$ cat src/rtl/led_scan_pkg.sv
package led_scan_pkg;
  // on-time in display cycles for each 4-bit brightness code (non-linear)
  function automatic logic [5:0] on_cycles(input logic [3:0] code);
    logic [5:0] v;
    case (code)
      4'd0:  v = 6'd0;
      4'd1:  v = 6'd1;
      4'd2:  v = 6'd2;
      4'd3:  v = 6'd3;
      4'd4:  v = 6'd4;
      4'd5:  v = 6'd5;
      4'd6:  v = 6'd7;
      4'd7:  v = 6'd9;
      4'd8:  v = 6'd11;
      4'd9:  v = 6'd14;
      4'd10: v = 6'd18;
      4'd11: v = 6'd22;
      4'd12: v = 6'd28;
      4'd13: v = 6'd36;
      4'd14: v = 6'd48;
      default: v = 6'd60;
    endcase
    return v;
  endfunction
endpackage

$ cat src/rtl/disp_tick_gen.sv
module disp_tick_gen #(
  parameter int DIV = 8
) (
  input  logic clk,
  input  logic rst,
  input  logic osc_tick,
  input  logic ext_tick,
  input  logic use_ext,
  input  logic ext_div8,
  output logic tick
);
  localparam int DW = (DIV > 1) ? $clog2(DIV) : 1;
  localparam logic [DW-1:0] LAST = DW'(DIV - 1);

  logic [DW-1:0] div_cnt;
  logic          div_on;

  assign div_on = use_ext && ext_div8;

  always_ff @(posedge clk) begin
    if (rst || !div_on) div_cnt <= '0;
    else if (ext_tick)  div_cnt <= (div_cnt == LAST) ? '0 : div_cnt + 1'b1;
  end

  always_comb begin
    if (!use_ext)       tick = osc_tick;
    else if (!ext_div8) tick = ext_tick;
    else                tick = ext_tick && (div_cnt == LAST);
  end


  div_wrap_chk: assert property (@(posedge clk) disable iff (rst)
    (div_on && tick) |=> (div_cnt == '0));
endmodule

$ cat src/rtl/scan_pos_ctr.sv
module scan_pos_ctr #(
  parameter int POS_W = 9
) (
  input  logic             clk,
  input  logic             rst,
  input  logic             tick,
  input  logic             awake,
  output logic [POS_W-1:0] pos
);
  always_ff @(posedge clk) begin
    if (rst)                pos <= '0;
    else if (tick && awake) pos <= pos + 1'b1;
  end


  sleep_hold_chk: assert property (@(posedge clk) disable iff (rst)
    !awake |=> $stable(pos));
endmodule

$ cat src/rtl/row_col_drv.sv
module row_col_drv #(
  parameter int COLS    = 20,
  parameter int ROWS    = 8,
  parameter int SLOT    = 64,
  parameter int DARK    = 4,
  localparam int ROW_W  = $clog2(ROWS),
  localparam int CYC_W  = $clog2(SLOT)
) (
  input  logic                 clk,
  input  logic                 rst,
  input  logic [ROW_W-1:0]     row,
  input  logic [CYC_W-1:0]     cyc,
  input  logic [5:0]           on_time,
  input  logic                 awake,
  input  logic                 blank,
  input  logic [COLS*ROWS-1:0] dots,
  input  logic [1:0]           peak_in,
  output logic [ROWS-1:0]      row_sel,
  output logic [COLS-1:0]      col_en,
  output logic [1:0]           peak_lvl
);
  localparam int LIT_MAX = SLOT - DARK;

  logic            lit;
  logic [COLS-1:0] col_nxt;

  assign lit = awake && !blank && (row != '0)
            && (32'(cyc) < 32'(on_time)) && (32'(cyc) < LIT_MAX);

  for (genvar c = 0; c < COLS; c++) begin : g_col
    logic [ROWS-1:0] grp;
    assign grp        = dots[c*ROWS +: ROWS];
    assign col_nxt[c] = lit && grp[row];
  end

  always_ff @(posedge clk) begin
    if (rst) begin
      row_sel  <= '0;
      col_en   <= '0;
      peak_lvl <= '0;
    end else begin
      row_sel  <= lit ? (ROWS'(1) << row) : '0;
      col_en   <= col_nxt;
      peak_lvl <= peak_in;
    end
  end


  row_onehot_chk: assert property (@(posedge clk) disable iff (rst)
    $onehot0(row_sel));

  row0_dark_chk: assert property (@(posedge clk) disable iff (rst)
    !row_sel[0]);

  tail_dark_chk: assert property (@(posedge clk) disable iff (rst)
    (32'(cyc) >= LIT_MAX) |=> (row_sel == '0));

  blank_off_chk: assert property (@(posedge clk) disable iff (rst)
    blank |=> (row_sel == '0 && col_en == '0));

  sleep_off_chk: assert property (@(posedge clk) disable iff (rst)
    !awake |=> (row_sel == '0));

  col_gate_chk: assert property (@(posedge clk) disable iff (rst)
    (row_sel == '0) |-> (col_en == '0));
endmodule

$ cat src/rtl/led_row_scanner.sv
module led_row_scanner #(
  parameter int COLS    = 20,
  parameter int ROWS    = 8,
  parameter int SLOT    = 64,
  parameter int DARK    = 4,
  parameter int EXT_DIV = 8
) (
  input  logic                 clk,
  input  logic                 rst,
  input  logic                 osc_tick,
  input  logic                 ext_tick,
  input  logic                 use_ext,
  input  logic                 ext_div8,
  input  logic [6:0]           ctrl0,
  input  logic                 blank,
  input  logic [COLS*ROWS-1:0] dots,
  output logic [ROWS-1:0]      row_sel,
  output logic [COLS-1:0]      col_en,
  output logic [1:0]           peak_lvl
);
  import led_scan_pkg::*;

  localparam int ROW_W = $clog2(ROWS);
  localparam int CYC_W = $clog2(SLOT);
  localparam int POS_W = ROW_W + CYC_W;

  logic             tick;
  logic [POS_W-1:0] pos;
  logic [5:0]       on_time;

  assign on_time = on_cycles(ctrl0[3:0]);

  disp_tick_gen #(.DIV(EXT_DIV)) u_tick (
    .clk(clk), .rst(rst), .osc_tick(osc_tick), .ext_tick(ext_tick),
    .use_ext(use_ext), .ext_div8(ext_div8), .tick(tick)
  );

  scan_pos_ctr #(.POS_W(POS_W)) u_pos (
    .clk(clk), .rst(rst), .tick(tick), .awake(ctrl0[6]), .pos(pos)
  );

  row_col_drv #(.COLS(COLS), .ROWS(ROWS), .SLOT(SLOT), .DARK(DARK)) u_drv (
    .clk(clk), .rst(rst),
    .row(pos[POS_W-1:CYC_W]), .cyc(pos[CYC_W-1:0]),
    .on_time(on_time), .awake(ctrl0[6]), .blank(blank), .dots(dots),
    .peak_in(ctrl0[5:4]),
    .row_sel(row_sel), .col_en(col_en), .peak_lvl(peak_lvl)
  );
endmodule

$ cat config.mk
export PLATFORM = sky130hd
export DESIGN_NAME = led_row_scanner
export DESIGN_NICKNAME = d
export VERILOG_FILES = /design/src/rtl/led_scan_pkg.sv /design/src/rtl/disp_tick_gen.sv /design/src/rtl/scan_pos_ctr.sv /design/src/rtl/row_col_drv.sv /design/src/rtl/led_row_scanner.sv
export SDC_FILE = /design/constraint.sdc
export NUM_CORES = 1
export LEC_CHECK = 0
export CAP_MARGIN = 10
export CORE_ASPECT_RATIO = 2
export CORE_MARGIN = 2
export CORE_UTILIZATION = 40
export DETAILED_ROUTE_END_ITERATION = 6
export DONT_BUFFER_PORTS = 1
export PLACE_DENSITY = 0.55
export SLEW_MARGIN = 15
export SYNTH_ARGS = -nofsm -noshare
export SYNTH_HDL_FRONTEND = slang
export SYNTH_SLANG_ARGS = --single-unit
$ cat constraint.sdc
create_clock -name clk -period 2.8 [get_ports clk]
set_clock_uncertainty 0.05 [all_clocks]
set_input_delay 0.28 -clock clk [delete_from_list [all_inputs] [get_ports clk]]
set_output_delay 0.28 -clock clk [all_outputs]
set_load 0.01 [all_outputs]
==> impl_metrics.env, run 1 <==
export IMPL_p_leak_uw=0.00100
export IMPL_maxCapViolations=0
export IMPL_rows=45
export IMPL_drive_gt1_share_pct=34.2
export IMPL_max_freq_mhz=415
export IMPL_antenna_found_initial=2
export IMPL_tightest_slew_ps=1080
export IMPL_dr_pass1_iters=4
export IMPL_p_per_area_nw_per_um2=448
export IMPL_irDropWorstVdd_mv=0.341
export IMPL_synth_main_ff_cell="dfxtp_1"
export IMPL_hold_class="in -> reg"
export IMPL_synth_area_um2=3070
export IMPL_final_antenna_net_count=0
export IMPL_die_width_um=66.0
export IMPL_fin_crit_ps=2410
export IMPL_synth_top_area_share_pct=29.3
export IMPL_drc=0
export IMPL_start_util_pct=40.7
export IMPL_place_ws_ps=93.2
export IMPL_cp_required_ps=2870
export IMPL_grt_max_degree=48
export IMPL_cts_num_sinks=42
export IMPL_start_kind="input pin"
export IMPL_synth_area_top_cells="mux4_2 (29%), dfxtp_1 (27%), mux2i_1 (8.1%)"
export IMPL_h_tree_depth=2
export IMPL_io_buffers=0
export IMPL_rsz0062_at_grt="no"
export IMPL_cts_resized=0
export IMPL_setup_viol=0
export IMPL_syn_avg_cell_area_um2=12.4
export IMPL_dpl_hpwl_um=6750
export IMPL_vias=2107
export IMPL_synth_edf_count=0
export IMPL_synth_cell_types=38
export IMPL_timing_hold_ws_ps=10.8
export IMPL_min_period_over_period_pct=86.2
export IMPL_finalSetupTns_ps=0
export IMPL_grt_pass1_vias=2288
export IMPL_syn2layout_area_growth_pct=7.54
export IMPL_path_class="in -> reg"
export IMPL_cp_max_fo=27
export IMPL_outcome="completed"
export IMPL_clkTransAtPathRegs_ps=60
export IMPL_synth_cells=247
export IMPL_clk_latency_ps=280
export IMPL_fin_ws_ps=388
export IMPL_finalPower_uw=1480
export IMPL_cts_buffers_inserted=5
export IMPL_hold_viol=0
export IMPL_critPathCaptureType="register"
export IMPL_slew_viol_final=0
export IMPL_worstPathArrival_ps=2490
export IMPL_via_per_inst=6.27
export IMPL_dieHeight_um=128
export IMPL_die_area_um2=8440
export IMPL_ios=204
export IMPL_wl_per_cell_um=24.7
export IMPL_synth_area_leader_cell="mux4_2"
export IMPL_synth_seq_cells=42
export IMPL_layout_nets=428
export IMPL_gp_congestion=0.839
export IMPL_fillers=725
export IMPL_wirelength_um=8300
export IMPL_synth_nets=436
export IMPL_grt_usage_pct=18.9
export IMPL_cts_tree="yes"
export IMPL_drtIter0Drc=115
export IMPL_ys_seq_area_share_pct=27.4
export IMPL_slew_headroom_pct=28.3
export IMPL_cts_root_buf="clkbuf_16"
export IMPL_grt_ovfl_total=0
export IMPL_fp_coreArea_um2=7540
export IMPL_grt_pass1_wl_um=11800
export IMPL_async_flop_share_pct=0
export IMPL_ys_warn_count=0
export IMPL_clock_path_buffers=2
## power by group
group | internal (uW) | total, uW | switching, uW | leakage, uW
combinational | 68.5 | 123 | 54.5 | 0.000566
sequential | 602 | 607 | 4.92 | 0.000340
clock | 512 | 748 | 236 | 0.0000940
## state kept, by name (all words and copies together) (netlist names)
register / flops
u_drv.peak_lvl: 2
u_tick.div_cnt: 3
u_pos.pos: 9
u_drv.col_en: 20
u_drv.row_sel: 8
## path summary, 6_finish.rpt
kind | startpoint | end | slack [ps] | depth (start not counted)
setup reg to reg | u_pos.pos[3] | u_drv.row_sel[3] | 610 | 5
hold reg to reg | u_tick.div_cnt[1] | u_tick.div_cnt[1] | 450 | 2
setup / recovery | ctrl0[0] | u_drv.row_sel[3] | 390 | 9
hold / removal | rst | u_drv.peak_lvl[1] | 10 | 1
## Yosys cell counts (2+ instances only)
library cell and count:
dfxtp_1 42, mux4_2 40, mux2i_1 25, nor3_2 20, ha_1 15, a21oi_1 11, nor2_1 11, buf_2 9
buf_6 7, nand2b_1 6, nor2b_1 6, o21ai_0 5, nand2_1 4, nor4b_2 4, or3_1 4, clkbuf_1 3
inv_1 3, nand4_1 3, nor4_1 3, o31ai_1 3, or4_1 3, a211o_1 2, a22oi_1 2, o2111ai_1 2
## critical path: stages
cell	delay, ps
inv_1	70
ha_1	310
a21oi_1	150
a22oi_1	100
ha_1	320
o21a_1	160
o2111ai_1	160
a21oi_4	800
nor4_1	130
## what timing repair did
item	in CTS	in global routing
endpoints found under the hold margin	6	2
hold buffers	1	1
buffers inserted	0	0
## cell type report
type	instances	area [um^2]	area share, %
antenna	2	5.00	0.152
clock buffer	5	125	3.79
clock inverter	3	68.8	2.08
inverter	4	15.0	0.455
multi-input combinational	181	2070	62.8
sequential	42	843	25.5
tap	94	118	3.56
timing repair buffer	5	55.1	1.67
## per-stage QoR
stage,utilization [%],cells,area (um^2)
floorplan,-,247,3070
global placement,40.9,324,3080
detailed placement,40.9,324,3080
CTS,43.6,333,3290
global route,43.7,334,3300
finish,43.8,336,3300
## metal layers
metal  track usage, %  wire (um)  vias up  share of wire [%]
li1                 -          -      964                  -
met4             9.12        252        0                3.0
met1             18.1       2760     1010                 33
met2             34.6       4560      112                 55
met5                0          0        -                  0
met3             6.50        720       21                8.7
## logic make-up (layout without fill, tap and decap cells)
logic type | count (synthesis) | after routing | synth area share [%]
compound gates | 29 | 29 | 6.23
other cells | 1 | 3 | 0.122
fa+ha+maj | 15 | 15 | 6.11
flops | 42 | 42 | 27.4
simple gates | 70 | 70 | 17.2
mux | 66 | 66 | 37.9
buf+inv | 24 | 17 | 5.13
## cells in the final DEF, fill, tap and decap left out, types with 3 or more instances in the layout
cell,Yosys,final
nor4b_2,4,4
o31ai_1,3,3
mux2i_1,25,25
nor2b_1,6,6
clkbuf_16,0,5
nor4_1,3,3
nor2_1,11,11
inv_1,3,3
o21ai_0,5,5
nand2_1,4,4
nand2b_1,6,6
ha_1,15,15
nor3_2,20,20
or3_1,4,4
nand4_1,3,3
mux4_2,40,40
a21oi_1,11,11
or4_1,3,3
dfxtp_1,42,40
(Power assumes the default switching activity.)
==> inputs of run 2 (changes only) <==
--- a/config.mk
+++ b/config.mk
@@ -7,11 +7,11 @@
 export LEC_CHECK = 0
 export CAP_MARGIN = 10
 export CORE_ASPECT_RATIO = 2
-export CORE_MARGIN = 2
-export CORE_UTILIZATION = 40
+export CORE_MARGIN = 3
+export CORE_UTILIZATION = 25
 export DETAILED_ROUTE_END_ITERATION = 6
 export DONT_BUFFER_PORTS = 1
-export PLACE_DENSITY = 0.55
+export PLACE_DENSITY = 0.39
 export SLEW_MARGIN = 15
 export SYNTH_ARGS = -nofsm -noshare
 export SYNTH_HDL_FRONTEND = slang
==> impl_metrics.env, run 2 (synthesis gave the netlist of run 1 again) <==
export IMPL_fin_area_um2=3340
export IMPL_placed_cell_area_um2=3180
export IMPL_drc=0
export IMPL_mostFrequentLayoutCells="mux4_2 (40), dfxtp_1 (39), mux2i_1 (25)"
export IMPL_top_regs="u_drv.col_en x20, u_pos.pos x9, u_drv.row_sel x8"
export IMPL_rows=56
export IMPL_reg2reg_from="u_pos.pos[3]"
export IMPL_grt_pass1_wl_um=13000
export IMPL_grt_max_degree=30
export IMPL_via_per_inst=5.46
export IMPL_crit_end="u_drv.col_en[14]"
export IMPL_slew_viol_final=0
export IMPL_cts_resized=0
export IMPL_max_freq_mhz=452
export IMPL_syn2layout_area_growth_pct=8.72
export IMPL_io_buffers=0
export IMPL_min_period_over_period_pct=79.0
export IMPL_worstReg2RegEnd="u_drv.col_en[14]"
export IMPL_gp_congestion=0.709
export IMPL_grt_ovfl_total=0
export IMPL_wl_per_cell_um=23.2
export IMPL_dr_pass1_iters=4
export IMPL_drtIter0Drc=50
export IMPL_clock_path_buffers=2
export IMPL_irDropWorstVdd_mv=0.255
export IMPL_grt_usage_pct=12.4
export IMPL_top_register="u_drv.col_en"
export IMPL_slew_headroom_pct=59.0
export IMPL_fillers=1217
export IMPL_die_area_um2=13700
export IMPL_rrSetupSlack_ps=750
export IMPL_drive_gt1_share_pct=35.9
export IMPL_grt_pass1_vias=2254
export IMPL_fin_ws_ps=589
export IMPL_setup_viol=0
export IMPL_dieHeight_um=163
export IMPL_hold_viol=0
export IMPL_cts_buffers_inserted=5
export IMPL_rsz0062_at_grt="no"
export IMPL_maxCapViolations=0
export IMPL_outcome="completed"
export IMPL_start_kind="input pin"
export IMPL_ios=204
export IMPL_crit_start="ctrl0[0]"
export IMPL_tightest_slew_ps=615
export IMPL_h_tree_depth=2
export IMPL_finalPower_uw=1290
export IMPL_fp_coreArea_um2=11800
export IMPL_hold_class="in -> reg"
export IMPL_wirelength_um=9060
export IMPL_clkTransAtPathRegs_ps=60
export IMPL_p_leak_uw=0.00101
export IMPL_cp_max_fo=15
export IMPL_die_width_um=84.4
export IMPL_r2r_cells=6
export IMPL_layout_nets=434
export IMPL_clk_latency_ps=280
export IMPL_start_util_pct=25.9
export IMPL_antenna_found_initial=3
export IMPL_cp_required_ps=2960
export IMPL_vias=2134
export IMPL_dpl_hpwl_um=7490
export IMPL_largest_register_ff_count=20
export IMPL_path_class="in -> reg"
export IMPL_fin_crit_ps=2210
export IMPL_p_per_area_nw_per_um2=386
export IMPL_worstPathArrival_ps=2370
export IMPL_cts_tree="yes"
export IMPL_final_antenna_net_count=0
export IMPL_cts_num_sinks=42
export IMPL_final_common_cell="mux4_2"
export IMPL_place_ws_ps=289
export IMPL_finalSetupTns_ps=0
export IMPL_cts_root_buf="clkbuf_16"
export IMPL_critPathCaptureType="register"
## run 2: through the flow
step	hold WS (ps)	cells	utilization (%)
2_1_floorplan	358	247	-
3_3_place_gp	297	381	26.9
3_5_place_dp	297	381	26.9
4_1_cts	1.84	389	28.1
5_1_grt	7.10	391	28.2
6_report	14.8	391	28.2
## run 2: final cells by class
type	count	area, um^2	area share (%)
Tap cell	145	181	5.43
Timing Repair Buffer	11	87.6	2.62
Antenna cell	1	2.50	0.0750
Clock buffer	5	125	3.75
Clock inverter	2	10.0	0.300
Inverter	4	15.0	0.450
Multi-Input combinational cell	181	2070	62.1
Sequential cell	42	845	25.3
## run 2: worst max-delay path, stage by stage
cell and delay (ps):
inv_1 120, ha_1 250, a21oi_1 150, a22oi_1 110, ha_1 300, a211o_1 290
o2111ai_1 160, nand3_4 240, buf_4 290, nor3_1 170
## run 2: report_power, final
group          internal, uW  switching (uW)
registers               602            4.79
logic                  70.7            54.8
clock network           322             235
total                   995             295
## run 2: how the worst min path moves through the flow
| stage | end | slack, ps | cells after the start | startpoint |
|---|---|---|---|---|
| 2_1_floorplan | u_drv.peak_lvl[0] | 360 | 1 | ctrl0[4] |
| 3_3_place_gp | u_pos.pos[7] | 300 | 1 | rst |
| 3_5_place_dp | u_pos.pos[7] | 300 | 1 | rst |
| 4_1_cts | u_pos.pos[8] | 2 | 1 | rst |
| 5_1_grt | u_drv.peak_lvl[0] | 7 | 1 | rst |
| 6_report | u_drv.peak_lvl[0] | 10 | 1 | rst |
## run 2: metal layers
metal | part of all wire (%) | GRT usage (%) | vias up
met5 | 0.30 | 0 | -
met3 | 9.4 | 4.41 | 13
li1 | - | - | 968
met2 | 58 | 24.6 | 122
met1 | 31 | 11.0 | 1027
met4 | 1.8 | 4.83 | 4
## run 2: timing repair
action / CTS / global route
hold endpoints to repair: 7 / 1
hold buffers: 1 / 1
setup buffers: 0 / 0
==> inputs of run 3 (changes only) <==
==> constraint.sdc (replaced) <==
create_clock -name clk -period 2.1 [get_ports clk]
set_clock_uncertainty 0.05 [all_clocks]
set_input_delay 0.21 -clock clk [delete_from_list [all_inputs] [get_ports clk]]
set_output_delay 0.21 -clock clk [all_outputs]
set_load 0.01 [all_outputs]
==> impl_metrics.env, run 3 (synthesis gave the netlist of run 1 again) <==
export IMPL_power_internal_uw=1470
export IMPL_fin_crit_ps=1970
export IMPL_dpl_hpwl_um=7320
export IMPL_switchingPower_uw=403
export IMPL_ios=204
export IMPL_place_ws_ps=-169
export IMPL_clock_path_buffers=2
export IMPL_drtIter0Drc=49
export IMPL_hold_viol=0
export IMPL_drive_gt1_share_pct=38.7
export IMPL_io_buffers=0
export IMPL_wl_per_cell_um=22.5
export IMPL_pwr_share_comb_pct=9.8
export IMPL_hold_class="in -> reg"
export IMPL_rsz0062_at_grt="no"
export IMPL_start_util_pct=25.9
export IMPL_mostFrequentLayoutCells="mux4_2 (40), dfxtp_1 (39), mux2i_1 (25)"
export IMPL_drc=0
export IMPL_irDropWorstVdd_mv=0.343
export IMPL_die_area_um2=13700
export IMPL_dieHeight_um=163
export IMPL_layout_nets=444
export IMPL_vias=2184
export IMPL_use_met1_pct=11.2
export IMPL_slew_viol_final=0
export IMPL_dr_pass1_iters=4
export IMPL_grt_pass1_wl_um=12800
export IMPL_fillers=1182
export IMPL_die_width_um=84.4
export IMPL_p_per_area_nw_per_um2=535
export IMPL_cts_buffers_inserted=5
export IMPL_setup_viol=0
export IMPL_cts_num_sinks=42
export IMPL_rows=56
export IMPL_worstPathArrival_ps=2120
export IMPL_top_register="u_drv.col_en"
export IMPL_h_tree_depth=2
export IMPL_cts_root_buf="clkbuf_16"
export IMPL_wirelength_um=9030
export IMPL_maxCapViolations=0
export IMPL_clkTransAtPathRegs_ps=70
export IMPL_clk_latency_ps=280
export IMPL_grt_ovfl_total=0
export IMPL_outcome="completed"
export IMPL_gp_congestion=0.693
export IMPL_switching_share_pct=21.5
export IMPL_critPathCaptureType="register"
export IMPL_grt_pass1_vias=2249
export IMPL_final_cells=402
export IMPL_max_freq_mhz=508
export IMPL_top_regs="u_drv.col_en x20, u_pos.pos x9, u_drv.row_sel x8"
export IMPL_syn2layout_area_growth_pct=14.1
export IMPL_final_antenna_net_count=0
export IMPL_use_met2_pct=24.0
export IMPL_final_common_cell="mux4_2"
export IMPL_largest_register_ff_count=20
export IMPL_pwr_share_seq_pct=43.1
export IMPL_clkPwrFrac_pct=47.1
export IMPL_cp_required_ps=2250
export IMPL_antenna_found_initial=3
export IMPL_grt_max_degree=48
export IMPL_path_class="in -> reg"
export IMPL_cp_max_fo=15
export IMPL_fin_ws_ps=133
export IMPL_min_period_over_period_pct=93.7
export IMPL_grt_usage_pct=12.2
export IMPL_via_per_inst=5.43
export IMPL_start_kind="input pin"
export IMPL_cts_tree="yes"
export IMPL_top_usage_layer="met2"
export IMPL_use_met3_pct=4.46
export IMPL_fp_coreArea_um2=11800
export IMPL_p_leak_uw=0.00107
export IMPL_placed_cells=387
==> run 3: changes by cell type in the layout (fill, tap and decap cells not counted), sizes merged <==
cell	before	now
buf	9	18
bufinv	0	1
clkbuf	5	6
clkinv	2	0
nand3	2	3
clkinvlp	0	1
==> run 3: path summary, 6_finish.rpt <==
| path | endpoint | cells after the start | slack [ps] | from |
|---|---|---|---|---|
| max | u_drv.col_en[14] | 10 | 130 | ctrl0[0] |
| max reg2reg | u_drv.row_sel[6] | 6 | 230 | u_pos.pos[2] |
| min | u_drv.peak_lvl[0] | 1 | 20 | ctrl0[4] |
| min reg2reg | u_pos.pos[8] | 2 | 430 | u_pos.pos[8] |
==> run 3: area by class of cell <==
type,instances,area (um^2),area share [%]
multi-input combinational,182,2090,59.6
clock inverter,2,37.5,1.07
clock buffer,6,129,3.68
inverter,4,15.0,0.429
tap,145,181,5.18
sequential,42,845,24.1
timing repair buffer,20,205,5.86
antenna,1,2.50,0.0714
==> run 3: repair_timing <==
| item | 4_1_cts | 5_1_grt |
|---|---|---|
| hold endpoints to repair | 9 | 0 |
| hold buffers | 2 | 0 |
| endpoints found under the setup margin | 0 | 1 |
| resized for setup | 0 | 1 |
| buffers inserted | 0 | 3 |
==> run 3: through the flow <==
stage          hold slack (ps)  util (%)  setup TNS (ps)  total power, uW  cell area, um^2
2_1_floorplan              288         -               0              970             3070
3_3_place_gp               226      27.7           -4050             1000             3280
3_5_place_dp               226      27.7           -3530             1000             3280
4_1_cts                   7.89      29.2               0             1920             3460
5_1_grt                   18.2      29.6               0             1960             3500
6_report                  15.4      29.6               0             1870             3500
==> run 3: critical path, stage by stage <==
cell	delay, ps
inv_1	60
ha_1	300
a21oi_1	150
a22oi_1	110
ha_1	300
a211o_1	310
o2111ai_2	140
nand3_4	180
buf_12	200
nor3_1	160
==> run 3: layer usage <==
layer / wire [um] / up-vias / part of all wire [%]
met5: 27 / - / 0.30
met4: 178 / 4 / 2.0
met1: 2780 / 1050 / 31
met3: 827 / 13 / 9.2
met2: 5210 / 121 / 58
li1: - / 996 / -
==> run 3: power groups by stage <==
stage,sequential (uW),combinational [uW],clock (uW)
2_1_floorplan,825,145,0
3_3_place_gp,827,174,0
3_5_place_dp,827,174,0
4_1_cts,808,181,930
5_1_grt,809,202,950
6_report,808,183,882
